File: config.mk
export PLATFORM = sky130hd
export DESIGN_NAME = cdi_init_seq
export DESIGN_NICKNAME = d
export VERILOG_FILES = /design/src/rtl/cdi_pkg.sv /design/src/rtl/cdi_wait_timer.sv /design/src/rtl/cdi_frame_unit.sv /design/src/rtl/cdi_seq_fsm.sv /design/src/rtl/cdi_init_seq.sv
export SDC_FILE = /design/constraint.sdc
export NUM_CORES = 1
export LEC_CHECK = 0
export BUFFER_PORTS_ARGS = -buffer_cell sky130_fd_sc_hd__buf_2
export CAP_MARGIN = 20
export CORE_MARGIN = 2
export CORE_UTILIZATION = 50
export CTS_CLUSTER_DIAMETER = 80
export DETAILED_ROUTE_END_ITERATION = 8
export GPL_TIMING_DRIVEN = 0
export PLACE_DENSITY = 0.88
export RECOVER_POWER = 25
export SLEW_MARGIN = 20
export SYNTH_ARGS = -nofsm -noshare
export SYNTH_HDL_FRONTEND = slang
export SYNTH_SLANG_ARGS = --single-unit
File: constraint.sdc
create_clock -name clk -period 3.37 [get_ports clk]
set_input_delay 1.011 -clock clk [delete_from_list [all_inputs] [get_ports clk]]
set_output_delay 1.011 -clock clk [all_outputs]
set_load 0.01 [all_outputs]
File: src/rtl/cdi_pkg.sv
// Package: shared types and fixed frame constants for the init sequencer.
// Assumes register indexes fit in the 4-bit address nibble of every frame.
package cdi_pkg;
    localparam int ADDR_W    = 4;
    localparam int PAYLOAD_W = 28;
    localparam int FRAME_W   = PAYLOAD_W + ADDR_W;
    localparam logic [ADDR_W-1:0] RD_CMD_NIB = 4'hE;

    typedef logic [PAYLOAD_W-1:0] payload_t;
    typedef logic [FRAME_W-1:0]   frame_t;

    typedef enum logic [3:0] {
        ST_IDLE, ST_PD_LOW, ST_PD_SETTLE, ST_SYNC_LOW, ST_SYNC_SETTLE,
        ST_WR_REQ, ST_WR_WAIT, ST_CMD_REQ, ST_CMD_WAIT, ST_RD_REQ, ST_RD_WAIT
    } seq_state_t;

    typedef enum logic [1:0] {PH_WRITE, PH_RDCMD, PH_READ} phase_t;
endpackage

File: src/rtl/cdi_wait_timer.sv
// Settle timer: counts cycles since the last clear and flags the last cycle
// of a WAIT_CYCLES window. Assumes WAIT_CYCLES >= 1; saturates when idle.
module cdi_wait_timer #(
    parameter int WAIT_CYCLES = 1000
) (
    input  logic clk,
    input  logic rst_n,
    input  logic clr,
    output logic expired
);
    localparam int CNT_W = $clog2(WAIT_CYCLES + 1);
    localparam logic [CNT_W-1:0] LAST = CNT_W'(WAIT_CYCLES - 1);

    logic [CNT_W-1:0] cnt_q;

    // Count up from zero after each clear, holding at the last value.
    always_ff @(posedge clk) begin
        if (!rst_n || clr)
            cnt_q <= '0;
        else if (cnt_q != LAST)
            cnt_q <= cnt_q + 1'b1;
    end

    assign expired = (cnt_q == LAST);
endmodule

File: src/rtl/cdi_frame_unit.sv
// Frame unit: looks up the selected table payload for an index, forms the
// write, read-command or read frame, and compares read data with the entry.
// Assumes idx < NUM_REGS <= 14 so indexes never collide with the read nibble.
module cdi_frame_unit
    import cdi_pkg::*;
#(
    parameter int NUM_REGS = 9,
    parameter logic [NUM_REGS-1:0][PAYLOAD_W-1:0] PRI_TABLE = '0,
    parameter logic [NUM_REGS-1:0][PAYLOAD_W-1:0] SEC_TABLE = '0
) (
    input  logic              sel_sec,
    input  logic [ADDR_W-1:0] idx,
    input  phase_t            phase,
    input  frame_t            rdata,
    output frame_t            frame,
    output logic              rd,
    output logic              match
);
    payload_t pri_entry [NUM_REGS];
    payload_t sec_entry [NUM_REGS];
    payload_t entry;

    // Unpack both parameter tables into per-register entries.
    for (genvar g = 0; g < NUM_REGS; g++) begin : g_tab
        assign pri_entry[g] = PRI_TABLE[g];
        assign sec_entry[g] = SEC_TABLE[g];
    end

    // Select the payload for the current index from the chosen table.
    always_comb begin
        entry = '0;
        for (int i = 0; i < NUM_REGS; i++) begin
            if (idx == ADDR_W'(i))
                entry = sel_sec ? sec_entry[i] : pri_entry[i];
        end
    end

    // Form the outgoing frame for the current phase.
    always_comb begin
        rd = 1'b0;
        unique case (phase)
            PH_WRITE: frame = {entry, idx};
            PH_RDCMD: frame = {{(FRAME_W-2*ADDR_W){1'b0}}, idx, RD_CMD_NIB};
            default: begin
                frame = '0;
                rd    = 1'b1;
            end
        endcase
    end

    assign match = (rdata == {entry, idx});
endmodule

File: src/rtl/cdi_seq_fsm.sv
// Sequencer control: runs the pin sequence with settle waits, then walks the
// register indexes issuing write (and optionally verify) transactions.
// Assumes spi_done arrives only while a request is outstanding.
module cdi_seq_fsm
    import cdi_pkg::*;
#(
    parameter int NUM_REGS = 9
) (
    input  logic              clk,
    input  logic              rst_n,
    input  logic              start,
    input  logic              sel_secondary,
    input  logic              verify_en,
    input  logic              expired,
    input  logic              spi_done,
    input  logic              match,
    output logic              timer_clr,
    output logic              pd_n,
    output logic              sync_n,
    output logic              spi_req,
    output phase_t            phase,
    output logic [ADDR_W-1:0] idx,
    output logic              sel_q,
    output logic              busy,
    output logic              done,
    output logic              verify_fail
);
    localparam logic [ADDR_W-1:0] LAST_IDX = ADDR_W'(NUM_REGS - 1);

    seq_state_t state_q, state_d;
    logic ver_q, done_q, fail_q;
    logic last, advance;

    assign last = (idx == LAST_IDX);

    // Next-state selection for the pin sequence and transaction walk.
    always_comb begin
        state_d = state_q;
        unique case (state_q)
            ST_IDLE:        if (start) state_d = ST_PD_LOW;
            ST_PD_LOW:      if (expired) state_d = ST_PD_SETTLE;
            ST_PD_SETTLE:   if (expired) state_d = ST_SYNC_LOW;
            ST_SYNC_LOW:    if (expired) state_d = ST_SYNC_SETTLE;
            ST_SYNC_SETTLE: if (expired) state_d = ST_WR_REQ;
            ST_WR_REQ:      state_d = ST_WR_WAIT;
            ST_WR_WAIT:
                if (spi_done)
                    state_d = ver_q ? ST_CMD_REQ : (last ? ST_IDLE : ST_WR_REQ);
            ST_CMD_REQ:     state_d = ST_CMD_WAIT;
            ST_CMD_WAIT:    if (spi_done) state_d = ST_RD_REQ;
            ST_RD_REQ:      state_d = ST_RD_WAIT;
            ST_RD_WAIT:     if (spi_done) state_d = last ? ST_IDLE : ST_WR_REQ;
            default:        state_d = ST_IDLE;
        endcase
    end

    assign advance = spi_done && !last &&
                     ((state_q == ST_WR_WAIT && !ver_q) || state_q == ST_RD_WAIT);

    // State register.
    always_ff @(posedge clk) begin
        if (!rst_n) state_q <= ST_IDLE;
        else        state_q <= state_d;
    end

    // Capture run options and track the register index.
    always_ff @(posedge clk) begin
        if (!rst_n) begin
            idx   <= '0;
            sel_q <= 1'b0;
            ver_q <= 1'b0;
        end else if (state_q == ST_IDLE && start) begin
            idx   <= '0;
            sel_q <= sel_secondary;
            ver_q <= verify_en;
        end else if (advance) begin
            idx <= idx + 1'b1;
        end
    end

    // Sticky completion and mismatch flags, cleared by an accepted start.
    always_ff @(posedge clk) begin
        if (!rst_n) begin
            done_q <= 1'b0;
            fail_q <= 1'b0;
        end else if (state_q == ST_IDLE && start) begin
            done_q <= 1'b0;
            fail_q <= 1'b0;
        end else begin
            if (state_q != ST_IDLE && state_d == ST_IDLE) done_q <= 1'b1;
            if (state_q == ST_RD_WAIT && spi_done && !match) fail_q <= 1'b1;
        end
    end

    // Output decode from the registered state.
    always_comb begin
        unique case (state_q)
            ST_CMD_REQ, ST_CMD_WAIT: phase = PH_RDCMD;
            ST_RD_REQ, ST_RD_WAIT:   phase = PH_READ;
            default:                 phase = PH_WRITE;
        endcase
    end

    assign timer_clr   = (state_d != state_q);
    assign pd_n        = (state_q != ST_PD_LOW);
    assign sync_n      = (state_q != ST_SYNC_LOW);
    assign spi_req     = (state_q == ST_WR_REQ) || (state_q == ST_CMD_REQ) ||
                         (state_q == ST_RD_REQ);
    assign busy        = (state_q != ST_IDLE);
    assign done        = done_q;
    assign verify_fail = fail_q;
endmodule

File: src/rtl/cdi_init_seq.sv
// Top: clock-distributor init sequencer. Drives power-down and sync pins,
// then loads one of two parameter tables through an external SPI port block.
// Assumes the port block owns chip enable and answers each spi_req once.
module cdi_init_seq
    import cdi_pkg::*;
#(
    parameter int WAIT_CYCLES = 1000,
    parameter int NUM_REGS    = 9,
    parameter logic [NUM_REGS-1:0][PAYLOAD_W-1:0] PRI_TABLE = {
        28'h0910_020, 28'h0240_000, 28'h1000_200, 28'h0009_d14, 28'h0154_000,
        28'h0154_010, 28'h0154_020, 28'h0154_030, 28'h0154_040},
    parameter logic [NUM_REGS-1:0][PAYLOAD_W-1:0] SEC_TABLE = {
        28'h0910_0a0, 28'h0240_000, 28'h0100_000, 28'h0001_9b3, 28'h1545_002,
        28'h1545_012, 28'h1545_022, 28'h1545_032, 28'h1545_042}
) (
    input  logic        clk,
    input  logic        rst_n,
    input  logic        start,
    input  logic        sel_secondary,
    input  logic        verify_en,
    output logic        pd_n,
    output logic        sync_n,
    output logic        spi_req,
    output logic        spi_rd,
    output logic [31:0] spi_wdata,
    input  logic        spi_done,
    input  logic [31:0] spi_rdata,
    output logic        busy,
    output logic        done,
    output logic        verify_fail
);
    logic              timer_clr, expired, match, sel_q;
    logic [ADDR_W-1:0] idx;
    phase_t            phase;

    cdi_wait_timer #(.WAIT_CYCLES(WAIT_CYCLES)) u_timer (
        .clk(clk), .rst_n(rst_n), .clr(timer_clr), .expired(expired)
    );

    cdi_seq_fsm #(.NUM_REGS(NUM_REGS)) u_fsm (
        .clk(clk), .rst_n(rst_n), .start(start), .sel_secondary(sel_secondary),
        .verify_en(verify_en), .expired(expired), .spi_done(spi_done),
        .match(match), .timer_clr(timer_clr), .pd_n(pd_n), .sync_n(sync_n),
        .spi_req(spi_req), .phase(phase), .idx(idx), .sel_q(sel_q),
        .busy(busy), .done(done), .verify_fail(verify_fail)
    );

    cdi_frame_unit #(
        .NUM_REGS(NUM_REGS), .PRI_TABLE(PRI_TABLE), .SEC_TABLE(SEC_TABLE)
    ) u_frame (
        .sel_sec(sel_q), .idx(idx), .phase(phase), .rdata(spi_rdata),
        .frame(spi_wdata), .rd(spi_rd), .match(match)
    );
endmodule

* Yosys cells after proc, flatten, opt, wreduce, memory -nomap -nowiden
Cells that the tools add are included.
** Storage, ports and cells
- Bits in read-only memories :: 0
- Memories kept :: 0
- Logic and storage cells :: 90
- Input port bits :: 38
- Bits in latches :: 0
- Register bits :: 22
- Memory bits (writable) :: 0
- Output and inout port bits :: 39
** Operators by class
- $lt $le $gt $ge :: 0
- Equality and inequality tests :: 25
- Bitwise gates (word level) :: 1
- Multipliers :: 0
- Div/mod/pow operators :: 0
- Reductions and logical operators :: 24
- Mux-type cells :: 31
- Shift-type cells :: 0
- $add $sub $neg :: 2
** Operators with widths (number)
- $mux 28 :: 9
- $mux 25 :: 6
- $pmux 32 s2 :: 1
- $pmux 4 s11 :: 1
- $mux 4 :: 9
- $eq 32x32->1 :: 1
- $eq 4x3->1 const B :: 8
- $eq 4x2->1 const B :: 4
- $eq 4x4->1 const B :: 4
- $mux 16 :: 1
- $logic_not 4->1 :: 3
- $add 10x1->10 const B :: 1
- $eq 10x10->1 const B :: 1
- $ne 10x10->1 const B :: 1
- $eq 4x1->1 const B :: 2
- $mux 8 :: 1
- $reduce_or 2->1 :: 4
- $logic_and 1x1->1 :: 7
- $add 4x1->4 const B :: 1
- $logic_not 1->1 :: 4
- $logic_or 1x1->1 :: 4
- $ne 4x1->1 const B :: 1
- $ne 4x2->1 const B :: 1
- $ne 4x4->1 :: 1
- 7 further kinds :: 7

* Logic depth before layout (Yosys ltp)
- Depth in word-level cells :: 13
- Gate-level depth with buffers :: 9
- Mapped depth without buffers :: 8

* Cells and area by module
From an unflattened synthesis, not the netlist that was laid out.
** Second synthesis, totals
- Cell total of the unflattened synthesis :: 320
- Area, all modules :: 2321.0 µm²
** Modules (own cells, without submodules)
- cdi_frame_unit :: times used 1, cells each 148, seq. area each 0.0 µm², area each 940.9 µm²
- cdi_seq_fsm :: times used 1, cells each 117, seq. area each 240.2 µm², area each 902.1 µm²
- cdi_wait_timer :: times used 1, cells each 55, seq. area each 200.2 µm², area each 478.0 µm²

* Least setup slack after synthesis
OpenSTA, ideal clock, no wires.
- Path type :: register to output
- From :: reg u_fsm.idx[1]
- To :: out spi_wdata[18]
- Cell stages (with the launch flop) :: 6
- Slack :: 0.582 ns
- Data required time :: 2.359 ns
- Buffers on the path :: 1
- Arrival time :: 1.777 ns
- Cell sequence :: dfxtp_1 -> inv_1 -> ha_1 -> buf_6 -> or4b_4 -> a211oi_1
** Between the ends
- Longest elaborated chain between the ends :: 11
- Elaborated cells between the ends (all ways) :: 19
- Those cells by class :: eq/ne (8); mux (10); reduce/logical (1)
** Ends and longest elaborated chain
- start, declared :: line cdi_seq_fsm.sv:22 : output logic [ADDR_W-1:0] idx,
- start signal, assigned :: line cdi_seq_fsm.sv:77 : idx <= idx + 1'b1;
- $logic_not 4->1 :: line cdi_frame_unit.sv:33 : if (idx == ADDR_W'(i))
- $mux 28 (8 in a row) :: line cdi_frame_unit.sv:33
- $mux 28 (*) :: line cdi_frame_unit.sv:33
- $pmux 32 s2 (*) :: line cdi_frame_unit.sv:41 : unique case (phase)
- end, declared :: line cdi_init_seq.sv:25 : output logic [31:0] spi_wdata,
Mark *: on every way between the ends. The rest lies on a longest branch, timed or not.

* Worst setup path after layout
- From :: reg u_fsm.idx[0]
- To :: out spi_wdata[22]
The elaborated chain is that of the path after synthesis.

==> key figures <==
Outcome
  – Status: complete, no violations

Floorplanning
  – DIE HEIGHT: 70.8 um
  – Die X: 70.8 um
  – Site Rows: 24
  – Effective utilization at floorplan: 0.516
  – Full die area: 5020 um^2
  – I/O pin count: 77
  – Core area: 4320 um^2

GRT
  – Vias in the first global route: 2,280
  – First-pass GRT wire length: 10,100 um
  – GRT Residual Overflow: 0
  – Largest net degree at the start of global routing: 13
  – Antenna violations before repair: 0
  – GRT Overall Usage: 0.239

Synthesis
  – Synthesized flop and latch total: 22
  – Synth Instances: 303
  – Top cells by area, synth: dfxtp_1 (20%), nor2_1 (8.9%), xor2_1 (3.9%)
  – Async SR Flop Fraction: 0
  – Synth Warn #: 0
  – Number of enable flip-flop cells after synthesis: 0
  – Most common library cells after synthesis: nor2_1 (53), dfxtp_1 (22), nand2_1 (20)
  – Mapped Area: 2230 um^2
  – Synth cell types: 70
  – Syn_area_per_cell: 7.37 um^2
  – Cell with the most instances after synthesis: nor2_1
  – Seq/Total Area, Yosys: 0.197
  – Area leader, netlist: dfxtp_1
  – Main synth FF type: dfxtp_1
  – Post-synth top area share: 0.197

Critical path
  – Worst setup SP type: register
  – Kind of critical path: reg2out
  – R2r endpoint: u_fsm.idx[3]
  – R2r setup slk: 0.83 ns
  – CP Capture Type: output port
  – Critical Path Fanout Max: 10
  – Top cell by count, worst path: buf_2
  – Critical path required time: 2.36 ns
  – FF-to-FF path depth: 8
  – Crit path arrival time: 2.22 ns
  – Critical path's largest stage delay: 0.41 ns
  – Slowest cell on the critical path: dfxtp_2
  – Crit-path cells: inv_1 > ha_1 > buf_2 > or3b_1 > a31oi_1 > and2_1 > buf_2
  – R2r startpoint: u_fsm.idx[0]

Routing
  – Post-route DRC: 0
  – Starting DRT DRC Count: 207
  – Vias per cell: 5.83
  – Total routed wirelength: 6230 um
  – Routed len/inst: 14.3 um
  – Vias: 2,538
  – Detailed Routing Iterations Pass 1: 6
  – Final ANT Viol Nets: 0

Final layout
  – Layout cells sized above 1: 0.279
  – Fin cells: 435
  – Ant diodes: 0
  – Design Area, Final: 2710 um^2
  – Final #Nets: 427
  – Register area: 443 um^2
  – Layout area overhead: 21.5%
  – Footprint of the multi-input gates: 1620 um^2
  – Layout fillers: 408

Power
  – Leak pwr: 1.26 nW
  – Peak VDD IR: 269 uV
  – Power density cells: 209 nW/um^2
  – Design Power: 0.000568 W

Clocking
  – Clock buffer depth: 2
  – Clock H-tree levels: 1
  – Worst skew pair latency: 0.26 ns
  – Clock Tree Root: clkbuf_8
  – Num Clock Sinks: 22
  – Clock transition at path regs: 0.08 ns
  – Hold Buf Count CTS: 0
  – CTS tree: yes
  – Num CTS Buffers: 3

Min path
  – Min-Delay Path Depth: 2
  – Worst Hold Class: reg2reg
  – Worst min-delay path startpoint: u_fsm.done
  – Worst hold endpoint: u_fsm.done

STA
  – Final number of hold-violating endpoints: 0
  – Post-route setup TNS: 0 ns
  – Final slew viol count: 0
  – Period utilisation layout: 0.958
  – Worst slew margin: 0.464
  – Final Setup Violations: 0
  – Worst-Margin Slew: 0.796 ns
  – RSZ-0062 raised after global routing: no
  – Maximum clock frequency: 0.310 GHz
  – Tmin final: 3.23 ns
  – Worst hold slack: 0.505 ns
  – Clock skew: 0.00286 ns

Job
  – Max_cap viols: 0

Placement
  – Port bufs: 70
  – DP Cell Count: 430
  – Hpwl dp: 4810 um
  – RD Place Congestion: 0.952
  – Post-DP Area: 2670 um^2
==> cell usage in the layout, fill, tap and decap left out, drive strengths merged, types with 3 or more instances in the layout <==
cell type and n:
a211oi 3, a21oi 14, a2bb2oi 3, and2 3, buf 87, clkbuf 13
conb 6, dfxtp 22, ha 5, inv 8, mux2i 8, nand2 20
nand2b 10, nand3 13, nand3b 3, nand4 3, nor2 53, nor2b 9
nor3 7, nor3b 3, nor4 10, o2111ai 3, o211a 3, o21a 5
o21ai 10, or3 3, xnor2 6, xor2 10
==> worst max path at each step <==
stage	start	to	slack (ns)	depth (start not counted)
2_1_floorplan	u_fsm.idx[1]	spi_wdata[18]	0.58	5
3_3_place_gp	u_fsm.idx[0]	spi_wdata[22]	0.34	7
3_5_place_dp	u_fsm.idx[0]	spi_wdata[22]	0.33	7
4_1_cts	u_fsm.idx[0]	spi_wdata[22]	0.05	7
5_1_grt	u_fsm.state_q[2]	spi_wdata[20]	0.007	8
6_report	u_fsm.idx[0]	spi_wdata[22]	0.14	7
==> sequential cells by signal, indices dropped and copies added, names as in the netlist <==
signal             flops
u_timer.cnt_q         10
u_fsm.verify_fail      1
u_fsm.sel_q            1
u_fsm.ver_q            1
u_fsm.state_q          4
u_fsm.done             1
u_fsm.idx              4
==> through the flow <==
step           utilization  setup slack [ns]
2_1_floorplan            -             0.582
3_3_place_gp         0.617             0.340
3_5_place_dp         0.617             0.332
4_1_cts              0.630            0.0495
5_1_grt              0.628           0.00747
6_report             0.628             0.142
==> metal layers <==
layer,vias up,part of all wire,global-route usage
met4,0,0.026,0.0860
met2,126,0.47,0.406
met1,1159,0.43,0.306
met5,-,0,0
li1,1241,-,-
met3,12,0.075,0.0356
==> critical path, delay by kind of cell (launching register included) <==
kind	cells	cell delay [ns]
compound gates	1	0.33
fa+ha+maj	1	0.24
buf+inv	3	0.40
flops	1	0.41
simple gates	2	0.57
==> final cells by class <==
type,count,area share
multi-input cells,253,0.596
flip-flops and latches,22,0.163
repair buffers,71,0.131
plain buffers,25,0.0549
well taps,52,0.0240
clock buffers,4,0.0203
inverters,8,0.0111
==> logic make-up (layout without fill, tap and decap cells) <==
logic type | count (synthesis) | after routing | share of synthesized area
AO/OA/AOI/OAI | 67 | 67 | 0.220
multiplexers | 9 | 9 | 0.0426
XOR/XNOR | 16 | 16 | 0.0627
buffers and inverters | 33 | 108 | 0.0818
other | 1 | 6 | 0.00168
adder cells (fa/ha/maj) | 5 | 5 | 0.0280
AND/OR/NAND/NOR | 150 | 150 | 0.366
flip-flops | 22 | 22 | 0.197
==> power by group <==
group / switching (W) / internal, W / total, W / leakage, nW
registers: 0.00000792 / 0.000265 / 0.000273 / 0.179
clock network: 0.0000794 / 0.000104 / 0.000183 / 0.0288
logic: 0.0000594 / 0.0000525 / 0.000112 / 1.05
==> timing repair <==
| action | 4_1_cts | 5_1_grt |
|---|---|---|
| setup buffers | 0 | 1 |
| resized for setup | 0 | 5 |
| setup endpoints to repair | 0 | 16 |
| endpoints found under the hold margin | 0 | 0 |
(Power assumes the default switching activity.)
